[config.mk]
export PLATFORM = sky130hd
export DESIGN_NAME = rsx_transfer
export DESIGN_NICKNAME = d
export VERILOG_FILES = /design/src/rtl/rsx_pkg.sv /design/src/rtl/rsx_dirty_queue.sv /design/src/rtl/rsx_copy_pipe.sv /design/src/rtl/rsx_transfer.sv
export SDC_FILE = /design/constraint.sdc
export NUM_CORES = 1
export LEC_CHECK = 0
export ABC_CLOCK_PERIOD_IN_PS = 2180
export BUFFER_PORTS_ARGS = -buffer_cell sky130_fd_sc_hd__buf_2
export CAP_MARGIN = 30
export CORE_MARGIN = 3
export CORE_UTILIZATION = 40
export CTS_CLUSTER_DIAMETER = 80
export DETAILED_ROUTE_END_ITERATION = 10
export HOLD_SLACK_MARGIN = 0.06
export PLACE_DENSITY = 0.66
export SLEW_MARGIN = 25
export SYNTH_ARGS = -nofsm -noshare
export SYNTH_HDL_FRONTEND = slang
export SYNTH_SLANG_ARGS = --single-unit
[constraint.sdc]
create_clock -name clk -period 2.18 [get_ports clk]
set_input_delay 0.436 -clock clk [delete_from_list [all_inputs] [get_ports clk]]
set_output_delay 0.436 -clock clk [all_outputs]
set_load 0.02 [all_outputs]
[src/rtl/rsx_pkg.sv]
package rsx_pkg;
  typedef enum logic {
    ST_IDLE = 1'b0,
    ST_RUN  = 1'b1
  } rsx_state_e;
endpackage

[src/rtl/rsx_dirty_queue.sv]
module rsx_dirty_queue #(
  parameter int NUM_AREG = 32,
  parameter int AW = $clog2(NUM_AREG)
) (
  input  logic          clk,
  input  logic          rst,
  input  logic          load,
  input  logic          enable,
  input  logic          set_v,
  input  logic [AW-1:0] set_idx,
  output logic          issue_v,
  output logic [AW-1:0] issue_idx,
  output logic          any_pending
);
  logic [NUM_AREG-1:0] pend_q;
  logic                pick_v;
  logic [AW-1:0]       pick_idx;

  always_comb begin
    pick_v   = 1'b0;
    pick_idx = '0;
    for (int i = NUM_AREG - 1; i >= 0; i--) begin
      if (pend_q[i]) begin
        pick_v   = 1'b1;
        pick_idx = AW'(i);
      end
    end
  end

  assign issue_v     = enable && pick_v;
  assign issue_idx   = pick_idx;
  assign any_pending = pick_v;

  // One pending bit per architectural register; set beats clear.
  for (genvar g = 0; g < NUM_AREG; g++) begin : g_bit
    always_ff @(posedge clk) begin
      if (rst)
        pend_q[g] <= 1'b0;
      else if (load)
        pend_q[g] <= 1'b1;
      else if (set_v && set_idx == AW'(g))
        pend_q[g] <= 1'b1;
      else if (issue_v && pick_idx == AW'(g))
        pend_q[g] <= 1'b0;
    end
  end

  assert_commit_requeues_R4: assert property (@(posedge clk) disable iff (rst)
    (set_v && !load) |=> pend_q[$past(set_idx)]);

  assert_lowest_first_R2: assert property (@(posedge clk) disable iff (rst)
    (issue_v && !load && !(set_v && set_idx == issue_idx)) |=> !pend_q[$past(issue_idx)]);
endmodule

[src/rtl/rsx_copy_pipe.sv]
module rsx_copy_pipe #(
  parameter int NUM_AREG = 32,
  parameter int NUM_PREG = 128,
  parameter int DATA_W = 64,
  parameter int AW = $clog2(NUM_AREG),
  parameter int PW = $clog2(NUM_PREG)
) (
  input  logic              clk,
  input  logic              rst,
  input  logic              in_v,
  input  logic [AW-1:0]     in_areg,
  output logic              rat_re,
  output logic [AW-1:0]     rat_addr,
  input  logic [PW-1:0]     rat_preg,
  output logic              prf_re,
  output logic [PW-1:0]     prf_addr,
  input  logic [DATA_W-1:0] prf_data,
  output logic              dst_we,
  output logic [AW-1:0]     dst_addr,
  output logic [DATA_W-1:0] dst_data,
  output logic              empty
);
  logic              look_v, read_v, wr_v;
  logic [AW-1:0]     look_a, read_a, wr_a;
  logic [PW-1:0]     read_p;
  logic [DATA_W-1:0] wr_d;

  always_ff @(posedge clk) begin
    if (rst) begin
      look_v <= 1'b0;
      read_v <= 1'b0;
      wr_v   <= 1'b0;
      look_a <= '0;
      read_a <= '0;
      read_p <= '0;
      wr_a   <= '0;
      wr_d   <= '0;
    end else begin
      look_v <= in_v;
      look_a <= in_areg;
      read_v <= look_v;
      read_a <= look_a;
      read_p <= rat_preg;
      wr_v   <= read_v;
      wr_a   <= read_a;
      wr_d   <= prf_data;
    end
  end

  assign rat_re   = look_v;
  assign rat_addr = look_a;
  assign prf_re   = read_v;
  assign prf_addr = read_p;
  assign dst_we   = wr_v;
  assign dst_addr = wr_a;
  assign dst_data = wr_d;
  assign empty    = !(look_v || read_v || wr_v);

  assert_three_stage_R2: assert property (@(posedge clk) disable iff (rst)
    in_v |=> ##2 (dst_we && dst_addr == $past(in_areg, 3)));
endmodule

[src/rtl/rsx_transfer.sv]
module rsx_transfer
  import rsx_pkg::*;
#(
  parameter int NUM_AREG = 32,
  parameter int NUM_PREG = 128,
  parameter int DATA_W = 64,
  parameter int AW = $clog2(NUM_AREG),
  parameter int PW = $clog2(NUM_PREG)
) (
  input  logic              clk,
  input  logic              rst,
  input  logic              start,
  input  logic              commit_valid,
  input  logic [AW-1:0]     commit_areg,
  output logic              rat_re,
  output logic [AW-1:0]     rat_addr,
  input  logic [PW-1:0]     rat_preg,
  output logic              prf_re,
  output logic [PW-1:0]     prf_addr,
  input  logic [DATA_W-1:0] prf_data,
  output logic              dst_we,
  output logic [AW-1:0]     dst_addr,
  output logic [DATA_W-1:0] dst_data,
  output logic              done
);
  rsx_state_e    state_q;
  logic          done_q;
  logic          start_acc, commit_hit, finish;
  logic          issue_v, any_pending, pipe_empty;
  logic [AW-1:0] issue_idx;

  assign start_acc  = start && state_q == ST_IDLE;
  assign commit_hit = commit_valid && state_q == ST_RUN;
  assign finish     = state_q == ST_RUN && !any_pending && pipe_empty && !commit_valid;

  rsx_dirty_queue #(.NUM_AREG(NUM_AREG), .AW(AW)) u_queue (
    .clk         (clk),
    .rst         (rst),
    .load        (start_acc),
    .enable      (state_q == ST_RUN),
    .set_v       (commit_hit),
    .set_idx     (commit_areg),
    .issue_v     (issue_v),
    .issue_idx   (issue_idx),
    .any_pending (any_pending)
  );

  rsx_copy_pipe #(
    .NUM_AREG(NUM_AREG), .NUM_PREG(NUM_PREG), .DATA_W(DATA_W), .AW(AW), .PW(PW)
  ) u_pipe (
    .clk      (clk),
    .rst      (rst),
    .in_v     (issue_v),
    .in_areg  (issue_idx),
    .rat_re   (rat_re),
    .rat_addr (rat_addr),
    .rat_preg (rat_preg),
    .prf_re   (prf_re),
    .prf_addr (prf_addr),
    .prf_data (prf_data),
    .dst_we   (dst_we),
    .dst_addr (dst_addr),
    .dst_data (dst_data),
    .empty    (pipe_empty)
  );

  always_ff @(posedge clk) begin
    if (rst) begin
      state_q <= ST_IDLE;
      done_q  <= 1'b0;
    end else if (start_acc) begin
      state_q <= ST_RUN;
      done_q  <= 1'b0;
    end else if (finish) begin
      state_q <= ST_IDLE;
      done_q  <= 1'b1;
    end
  end

  assign done = done_q;

  assert_start_runs_R1: assert property (@(posedge clk) disable iff (rst)
    start_acc |=> (state_q == ST_RUN && !done));

  assert_done_quiet_R5: assert property (@(posedge clk) disable iff (rst)
    done |-> (!dst_we && !any_pending && pipe_empty));

  assert_busy_start_ignored_R6: assert property (@(posedge clk) disable iff (rst)
    (start && state_q == ST_RUN && !finish) |=> state_q == ST_RUN);

  assert_idle_commit_ignored_R7: assert property (@(posedge clk) disable iff (rst)
    (state_q == ST_IDLE && !start) |=> (state_q == ST_IDLE && !any_pending));
endmodule

==> flow_summary.toml, run 1 <==
[floorplan]
coreArea_sq_um = 11100
pin_count = 165
start_util_pct = 41.9
num_rows = 38
die_height_um = 114
die_w_um = 114
die_area_sq_um = 12900

[yosys]
synth_compound_area_share_pct = 19.2
synth_common_cells = "dfxtp_1, nor2b_1, a21oi_1"
yosysWarnings = 0
synth_area_leaders = "dfxtp_1, nor2b_1, a21oi_1"
async_reset_ff_share_pct = 0
avgSynthCellArea_sq_um = 10.1
synth.most_common_cell = "dfxtp_1"
ys.flop_type = "dfxtp_1"
synth_edf_count = 0
ys_seq_area_share_pct = 53.0
syn_area_sq_um = 4650
synth_area_leader_cell = "dfxtp_1"
synth_top_area_share_pct = 53.0
yosysUniqueCellTypes = 60
synth_simple_gate_area_share_pct = 25.0
synth_fa_ha_area_share_pct = 0
synthMuxAreaShare_pct = 0
synth-xor-area-share_pct = 0
synth_top_family_by_area = "simple AND/OR/NAND/NOR gates"
synth_nets = 540
syn_inst = 460
synth-seq-cells = 123

[min_path]
holdPathStages = 2
hold_end = "u_pipe.dst_data[45]$_SDFF_PP0_"
hp-start = "prf_data[45]"
hold_path_class = "primary input to flop"

[route]
drt-total-wl_um = 13600
routed_via_density = 5.22
post_drt_wl_per_cell_um = 16.8
dr.pass1.iters = 5
drt-initial-drc-count = 335
ant_nets = 0
drc_errors = 0
vias = 4219

[power_and_ir_drop]
p_total_w = 0.00609
p_int_w = 0.00444
switching_share_pct = 27.1
p_comb_share_pct = 15.9
p_per_area_nw_per_um2 = 947
switchingPower_w = 0.00165
p_leak_nw = 2.81
seqPwrFrac_pct = 40.9
clkPwrFrac_pct = 43.3
worst_ir_drop_vdd_uv = 634

[cells_and_area]
fillers = 978
antenna_cells = 0
syn_to_final_growth_pct = 38.5
fin_nets = 737
layout-drive-gt1-share_pct = 39.6

[flow_run]
maxCapViolations = 0

[cts]
cts-htree-levels = 4
cts.sinks = 123
clkSlewWorstSetupHoldPaths_ns = 0.05
cts_tree = "built"
numCtsBuffers = 17
clk_root_buffer_cell = "clkbuf_16"
clock_path_buffers = 2
clkLatencyLatePin_ns = 0.40
cts_hold_buf = 0

[setup_path]
reg2reg_setup_slack_ns = 0.05
worstPathArrival_ns = 2.42
cp.required_ns = 2.47
worst_setup_path_start_kind = "flop"
cp_max_fo = 7
critical_path_class = "flop to flop"
slowest_stage = "dfxtp_1"
path_cells = "nor2b_2 > a2111oi_4 > o211a_4 > and2_4 > nor3_2 > buf_4 > a311oi_1"
rr_startpoint = "u_queue.pend_q[6]$_SDFFE_PP0P_"
cp_top_family = "compound AO/OA/AOI/OAI gates"
crit_path_end_kind = "flop"
max_stage_delay_ns = 0.60
worst-path-buf-inv = 1
r2r_end = "u_queue.pend_q[21]$_SDFFE_PP0P_"
reg2reg_depth = 7

[placement]
io_buffers = 164
dp_hpwl_um = 10200
preCtsSetupSlack_ns = 0.0567
place_congestion = 1.02

[sta]
finalMaxSlewViolations = 0
layout_setup_ws_ns = 0.0496
worstMarginPinSlew_ns = 0.726
hold_ws_ns = 0.244
min_period_ns = 2.13
setup_viol_count_final = 0
rsz0062_at_grt = "yes"
relSlewSlack_pct = 51.6
hold_violations = 0
finClkSkew_ns = 0.0134
period_share_pct = 97.7
max_freq_ghz = 0.469

[global_routing]
grt_first_pass_wirelength_um = 20700
grt_usage_pct = 20.3
grt_overflow = 0
grt_pass1_vias = 3980
antenna_found_initial = 0
grt_max_degree = 69

[status]
status = "finished, final reports clean"
worst max path at each step:
| stage | depth (start not counted) | slack (ns) | start | end |
|---|---|---|---|---|
| 6_report | 7 | 0.05 | u_queue.pend_q[6]$_SDFFE_PP0P_ | u_queue.pend_q[21]$_SDFFE_PP0P_ |
| 5_1_grt | 6 | -0.04 | u_queue.pend_q[14]$_SDFFE_PP0P_ | u_queue.pend_q[7]$_SDFFE_PP0P_ |
| 4_1_cts | 8 | 0.01 | u_queue.pend_q[23]$_SDFFE_PP0P_ | u_queue.pend_q[31]$_SDFFE_PP0P_ |
| 3_5_place_dp | 7 | 0.06 | u_queue.pend_q[30]$_SDFFE_PP0P_ | u_queue.pend_q[21]$_SDFFE_PP0P_ |
| 3_3_place_gp | 6 | 0.06 | u_queue.pend_q[6]$_SDFFE_PP0P_ | u_queue.pend_q[27]$_SDFFE_PP0P_ |
| 2_1_floorplan | 6 | 0.43 | u_queue.pend_q[30]$_SDFFE_PP0P_ | u_queue.pend_q[30]$_SDFFE_PP0P_ |
worst reg2reg max path, cell delays in order, from the launching register on:
cell and delay (ns):
dfxtp_1 0.60, nor2b_2 0.12, a2111oi_4 0.43, o211a_4 0.24
and2_4 0.17, nor3_2 0.05, buf_4 0.15, a311oi_1 0.25
area by class of cell:
type	count	area [sq um]	area share (%)
sequential	123	2460	38.3
inverter	9	33.8	0.525
tap	140	175	2.72
clock buffer	21	470	7.31
multi-input combinational	308	2110	32.8
clock inverter	10	92.6	1.44
timing repair buffer	198	1090	17.0
registers in the layout, indices dropped and copies added, names as in the netlist:
signal and count:
u_pipe.dst_data 64, u_queue.pend_q 32, u_pipe.prf_addr 7, u_pipe.dst_addr 5, u_pipe.rat_addr 5, u_pipe.read_a 5
done 1, state_q 1, u_pipe.dst_we 1, u_pipe.prf_re 1, u_pipe.rat_re 1
stage by stage:
step / TNS (ns) / cell area [sq um] / utilization (%) / cells
floorplan: 0 / 4650 / - / 460
global placement: 0 / 5790 / 52.2 / 773
detailed placement: 0 / 5790 / 52.2 / 773
CTS: 0 / 6350 / 57.3 / 804
global route: -0.0794 / 6430 / 58.1 / 809
finish: 0 / 6430 / 58.1 / 809
routing by layer:
metal	wire length (um)	GRT usage (%)	up-vias
li1	-	-	2025
met1	5540	24.8	1970
met2	6770	34.5	203
met3	1110	5.62	21
met4	206	7.36	0
met5	0	0	-
repair_timing:
action	in CTS	in global routing
setup endpoints to repair	0	26
endpoints found under the hold margin	0	0
gates resized for setup	0	10
buffers inserted	0	4
cell usage in the layout (no fill, tap or decap), types with 4 or more instances in the layout:
cell / synthesis / routed
nand2_1: 12 / 12
o31ai_1: 8 / 8
a311oi_1: 12 / 12
buf_4: 1 / 34
a211oi_1: 9 / 9
buf_2: 2 / 163
dfxtp_1: 123 / 123
nor2_1: 21 / 19
clkbuf_16: 0 / 17
clkinvlp_4: 0 / 4
a21oi_1: 47 / 47
or3_1: 4 / 4
a31oi_1: 5 / 5
inv_1: 9 / 9
o41ai_1: 7 / 7
nor2b_1: 102 / 101
nor2_2: 4 / 6
nor3_1: 9 / 9
nand2b_1: 5 / 5
and2_1: 4 / 4
cell families after synthesis:
group,Yosys count
DFF,123
and+or+nand+nor,189
buffers and inverters,30
AOI/OAI and AO/OA,118
power groups by stage:
stage	clock [W]	sequential, W	combinational (W)
after floorplan	0	0.00263	0.000462
after global placement	0	0.00253	0.000911
after detailed placement	0	0.00253	0.000916
after CTS	0.00268	0.00248	0.000921
after global routing	0.00279	0.00250	0.00105
final	0.00264	0.00249	0.000969
No activity file was read; power rests on OpenSTA's default activity.
==> run 2: changes to the inputs <==
--- a/config.mk
+++ b/config.mk
@@ -13,8 +13,7 @@
 export CTS_CLUSTER_DIAMETER = 80
 export DETAILED_ROUTE_END_ITERATION = 10
 export HOLD_SLACK_MARGIN = 0.06
-export PLACE_DENSITY = 0.66
-export SLEW_MARGIN = 25
+export PLACE_DENSITY = 0.63
 export SYNTH_ARGS = -nofsm -noshare
 export SYNTH_HDL_FRONTEND = slang
 export SYNTH_SLANG_ARGS = --single-unit
==> flow_summary.toml, run 2 (synthesized netlist as in run 1, its figures left out) <==
[setup_path]
crit_path_end_kind = "flop"
cp.required_ns = 2.45
reg2reg_depth = 6
max_stage_delay_ns = 0.55
r2r_end = "u_queue.pend_q[8]$_SDFFE_PP0P_"
rr_startpoint = "u_queue.pend_q[6]$_SDFFE_PP0P_"
worstPathArrival_ns = 2.37
worst-path-buf-inv = 0
cp_max_fo = 6
critical_path_class = "flop to flop"
worst_setup_path_start_kind = "flop"
path_cells = "nor2b_2 > a2111oi_4 > o41a_4 > a211oi_4 > o31ai_1 > a21oi_1"
reg2reg_setup_slack_ns = 0.08
slowest_stage = "dfxtp_1"
cp_top_family = "compound AO/OA/AOI/OAI gates"

[route]
drt-initial-drc-count = 317
vias = 4194
routed_via_density = 5.18
drc_errors = 0
post_drt_wl_per_cell_um = 16.5
dr.pass1.iters = 6
ant_nets = 0
drt-total-wl_um = 13400

[cells_and_area]
final_util_pct = 58.2
layout-drive-gt1-share_pct = 39.6
final_common_cell = "buf_2"
syn_to_final_growth_pct = 38.8
fin_nets = 736
antenna_cells = 0
final_cell_mix = "buf_2, dfxtp_1, nor2b_1, a21oi_1, buf_4"
largest_reg_flops = 64

[cts]
clk_root_buffer_cell = "clkbuf_16"
cts_hold_buf = 0
clkLatencyLatePin_ns = 0.41
clkSlewWorstSetupHoldPaths_ns = 0.06
cts.sinks = 123
cts-htree-levels = 4
numCtsBuffers = 17
clock_path_buffers = 2
cts_tree = "built"

[min_path]
hold_end = "u_pipe.dst_data[19]$_SDFF_PP0_"
hp-start = "prf_data[19]"
holdPathStages = 2
hold_path_class = "primary input to flop"

[flow_run]
maxCapViolations = 0

[placement]
dp_hpwl_um = 9970
place_congestion = 0.907
preCtsSetupSlack_ns = 0.0375
io_buffers = 164

[floorplan]
num_rows = 38
pin_count = 165
die_w_um = 114
start_util_pct = 41.9
die_area_sq_um = 12900
die_height_um = 114
coreArea_sq_um = 11100

[sta]
max_freq_ghz = 0.477
period_share_pct = 96.3
finClkSkew_ns = 0.00365
setup_viol_count_final = 0
hold_violations = 0
relSlewSlack_pct = 62.7
tns_ns = 0
hold_ws_ns = 0.232
worstMarginPinSlew_ns = 0.556
layout_setup_ws_ns = 0.0816
min_period_ns = 2.10
finalMaxSlewViolations = 0

[status]
status = "finished, final reports clean"

[global_routing]
grt_usage_pct = 20.1
antenna_found_initial = 0
grt_max_degree = 48
grt_first_pass_wirelength_um = 20300
grt_pass1_vias = 4131
grt_overflow = 0

[power_and_ir_drop]
p_leak_nw = 2.83
worst_ir_drop_vdd_uv = 1090
p_total_w = 0.00627
p_per_area_nw_per_um2 = 972
[run 2: changes by cell type in the layout (fill, tap and decap cells not counted), moves of 2 or more]
cell	previous run	this run
bufinv_16	1	3
clkbuf_8	3	1
clkinv_4	1	3
clkinvlp_4	4	2
[run 2: how the worst max path moves through the flow]
stage	endpoint	from	slack, ns	cells past startpoint
global route	u_queue.pend_q[8]$_SDFFE_PP0P_	u_queue.pend_q[6]$_SDFFE_PP0P_	-0.002	6
global placement	u_queue.pend_q[15]$_SDFFE_PP0P_	u_queue.pend_q[6]$_SDFFE_PP0P_	0.07	5
floorplan	u_queue.pend_q[30]$_SDFFE_PP0P_	u_queue.pend_q[30]$_SDFFE_PP0P_	0.43	6
detailed placement	u_queue.pend_q[29]$_SDFFE_PP0P_	u_queue.pend_q[31]$_SDFFE_PP0P_	0.04	7
CTS	u_queue.pend_q[29]$_SDFFE_PP0P_	u_queue.pend_q[31]$_SDFFE_PP0P_	0.006	7
finish	u_queue.pend_q[8]$_SDFFE_PP0P_	u_queue.pend_q[6]$_SDFFE_PP0P_	0.08	6
[run 2: stage by stage]
step	instances	instance area, sq um
after global placement	774	5790
after global routing	809	6450
after detailed placement	774	5790
after CTS	806	6400
after floorplan	460	4650
final	809	6450
[run 2: repair_timing]
action | 4_1_cts | 5_1_grt
buffers inserted | 0 | 3
resized for setup | 0 | 6
setup endpoints to repair | 0 | 25
[run 2: metal layers]
metal	wire length, um	vias to the layer above	global-route usage, %
li1	-	2030	-
met1	5440	1968	23.1
met2	6700	174	34.4
met3	982	22	5.84
met4	244	0	9.34
met5	0	-	0
[run 2: layout make-up]
type | count | area, sq um
inverters | 9 | 33.8
fillers | 966 | 4630
clock inverters | 14 | 169
multi-input cells | 307 | 2080
flip-flops and latches | 123 | 2460
clock buffers | 18 | 439
repair buffers | 198 | 1090
well taps | 140 | 175
[run 2: report_power, final]
| part | internal [W] | leakage (nW) | switching, W | total (W) |
|---|---|---|---|---|
| registers | 0.00239 | 1.02 | 0.0000992 | 0.00249 |
| logic | 0.000389 | 1.51 | 0.000541 | 0.000930 |
| clock network | 0.00183 | 0.296 | 0.00102 | 0.00285 |
| total | 0.00461 | 2.83 | 0.00166 | 0.00627 |
[run 2: worst reg2reg max path: cells and delay by family, from the launching register on]
kind / cells / cell delay [ns]
flops: 1 / 0.55
simple gates: 1 / 0.12
compound gates: 5 / 1.29
==> run 3: changes to the inputs <==
--- a/config.mk
+++ b/config.mk
@@ -5,7 +5,7 @@
 export SDC_FILE = /design/constraint.sdc
 export NUM_CORES = 1
 export LEC_CHECK = 0
-export ABC_CLOCK_PERIOD_IN_PS = 2180
+export ABC_CLOCK_PERIOD_IN_PS = 1800
 export BUFFER_PORTS_ARGS = -buffer_cell sky130_fd_sc_hd__buf_2
 export CAP_MARGIN = 30
 export CORE_MARGIN = 3
@@ -13,7 +13,7 @@
 export CTS_CLUSTER_DIAMETER = 80
 export DETAILED_ROUTE_END_ITERATION = 10
 export HOLD_SLACK_MARGIN = 0.06
-export PLACE_DENSITY = 0.63
+export PLACE_DENSITY = 0.66
 export SYNTH_ARGS = -nofsm -noshare
 export SYNTH_HDL_FRONTEND = slang
 export SYNTH_SLANG_ARGS = --single-unit
==> constraint.sdc (replaced) <==
create_clock -name clk -period 1.8 [get_ports clk]
set_input_delay 0.36 -clock clk [delete_from_list [all_inputs] [get_ports clk]]
set_output_delay 0.36 -clock clk [all_outputs]
set_load 0.02 [all_outputs]
==> flow_summary.toml, run 3 (synthesized netlist as in run 1, its figures left out) <==
[placement]
preCtsSetupSlack_ns = -0.354
place_congestion = 0.904
dp_hpwl_um = 10600
io_buffers = 164

[global_routing]
grt_first_pass_wirelength_um = 22600
grt_max_degree = 52
grt_pass1_vias = 4458
grt_overflow = 0
grt_usage_pct = 22.5
antenna_found_initial = 0

[cts]
clkLatencyLatePin_ns = 0.41
cts-htree-levels = 4
clk_root_buffer_cell = "clkbuf_16"
cts_hold_buf = 0
cts.sinks = 123
numCtsBuffers = 17
clock_path_buffers = 2
clkSlewWorstSetupHoldPaths_ns = 0.06
cts_tree = "built"

[floorplan]
coreArea_sq_um = 11100
pin_count = 165
num_rows = 38
start_util_pct = 41.9
die_w_um = 114
die_area_sq_um = 12900
die_height_um = 114

[setup_path]
cp_max_fo = 7
critical_path_class = "flop to flop"
worstPathArrival_ns = 2.35
cp.required_ns = 2.13
crit_path_end_kind = "flop"
worst_setup_path_start_kind = "flop"

[route]
drc_errors = 0
ant_nets = 0
drt-total-wl_um = 14900
drt-initial-drc-count = 333
routed_via_density = 5.21
vias = 4447
dr.pass1.iters = 5
post_drt_wl_per_cell_um = 17.5

[power_and_ir_drop]
switching_share_pct = 26.4
seqPwrFrac_pct = 37.2
p_int_w = 0.00597
worst_ir_drop_vdd_uv = 839
p_comb_share_pct = 18.9
p_per_area_nw_per_um2 = 1120
switchingPower_w = 0.00215
p_leak_nw = 3.16
p_total_w = 0.00812
clkPwrFrac_pct = 43.9

[sta]
finClkSkew_ns = 0.00372
max_freq_ghz = 0.493
min_period_ns = 2.03
relSlewSlack_pct = 59.8
hold_violations = 0
hold_ws_ns = 0.149
worstMarginPinSlew_ns = 0.602
period_share_pct = 113
setup_viol_count_final = 32
rsz0062_at_grt = "yes"
layout_setup_ws_ns = -0.228
finalMaxSlewViolations = 0

[status]
status = "complete, but fails checks"
violations = "negative setup slack"

[min_path]
hold_path_class = "primary input to flop"

[cells_and_area]
syn_to_final_growth_pct = 56.0
layout-drive-gt1-share_pct = 50.7
largest_reg_flops = 64
antenna_cells = 0
final_common_cell = "buf_2"
fillers = 857
final_cell_mix = "buf_2, dfxtp_1, nor2b_1, buf_4, a21oi_1"
fin_nets = 782

[flow_run]
maxCapViolations = 0
run 3: critical path, stage by stage (launching register included):
cell and delay [ns]:
dfxtp_2 0.33, buf_6 0.11, nand2b_4 0.15, a2111oi_4 0.37, nor4b_4 0.10, o2111a_2 0.34, o21a_4 0.28, a311oi_2 0.24
run 3: timing repair:
action,4_1_cts,5_1_grt
gates resized for setup,55,34
pin swaps,27,16
buffers inserted,3,1
setup endpoints to repair,35,36
run 3: metrics by stage:
| step | TNS [ns] | utilization, % | cells | instance area, sq um |
|---|---|---|---|---|
| global route | -6.97 | 65.5 | 854 | 7250 |
| floorplan | 0 | - | 460 | 4650 |
| global placement | -7.73 | 55.6 | 820 | 6160 |
| finish | -4.64 | 65.5 | 854 | 7250 |
| detailed placement | -7.43 | 55.6 | 820 | 6160 |
| CTS | -2.90 | 63.8 | 853 | 7070 |
run 3: path summary, 6_finish.rpt:
path / startpoint / end / slack (ns) / cells past startpoint
worst max-delay path: u_queue.pend_q[30]$_SDFFE_PP0P_ / u_queue.pend_q[22]$_SDFFE_PP0P_ / -0.23 / 7
worst max register to register: u_queue.pend_q[30]$_SDFFE_PP0P_ / u_queue.pend_q[22]$_SDFFE_PP0P_ / -0.23 / 7
worst min register to register: u_pipe.read_a[1]$_SDFF_PP0_ / u_pipe.dst_addr[1]$_SDFF_PP0_ / 0.44 / 1
worst min-delay path: prf_data[31] / u_pipe.dst_data[31]$_SDFF_PP0_ / 0.15 / 2
run 3: metal layers:
| metal | vias to the layer above | GRT usage [%] | routed length [um] |
|---|---|---|---|
| met5 | - | 0 | 0 |
| met4 | 0 | 10.6 | 434 |
| met3 | 46 | 7.16 | 1200 |
| met2 | 212 | 38.2 | 7560 |
| met1 | 2072 | 25.6 | 5750 |
| li1 | 2117 | - | - |
run 3: layout make-up:
class | instances | area (sq um) | share of cell area, %
repair buffers | 244 | 1480 | 20.5
multi-input cells | 307 | 2440 | 33.7
clock inverters | 11 | 168 | 2.31
flip-flops and latches | 123 | 2490 | 34.4
inverters | 9 | 33.8 | 0.466
well taps | 140 | 175 | 2.42
clock buffers | 20 | 457 | 6.30
run 3: power groups by stage:
stage	Sequential, W	Combinational (W)	Clock (W)
5_1_grt	0.00304	0.00163	0.00374
4_1_cts	0.00301	0.00142	0.00361
2_1_floorplan	0.00319	0.000559	0
3_3_place_gp	0.00305	0.00126	0
6_report	0.00302	0.00153	0.00356
3_5_place_dp	0.00305	0.00127	0
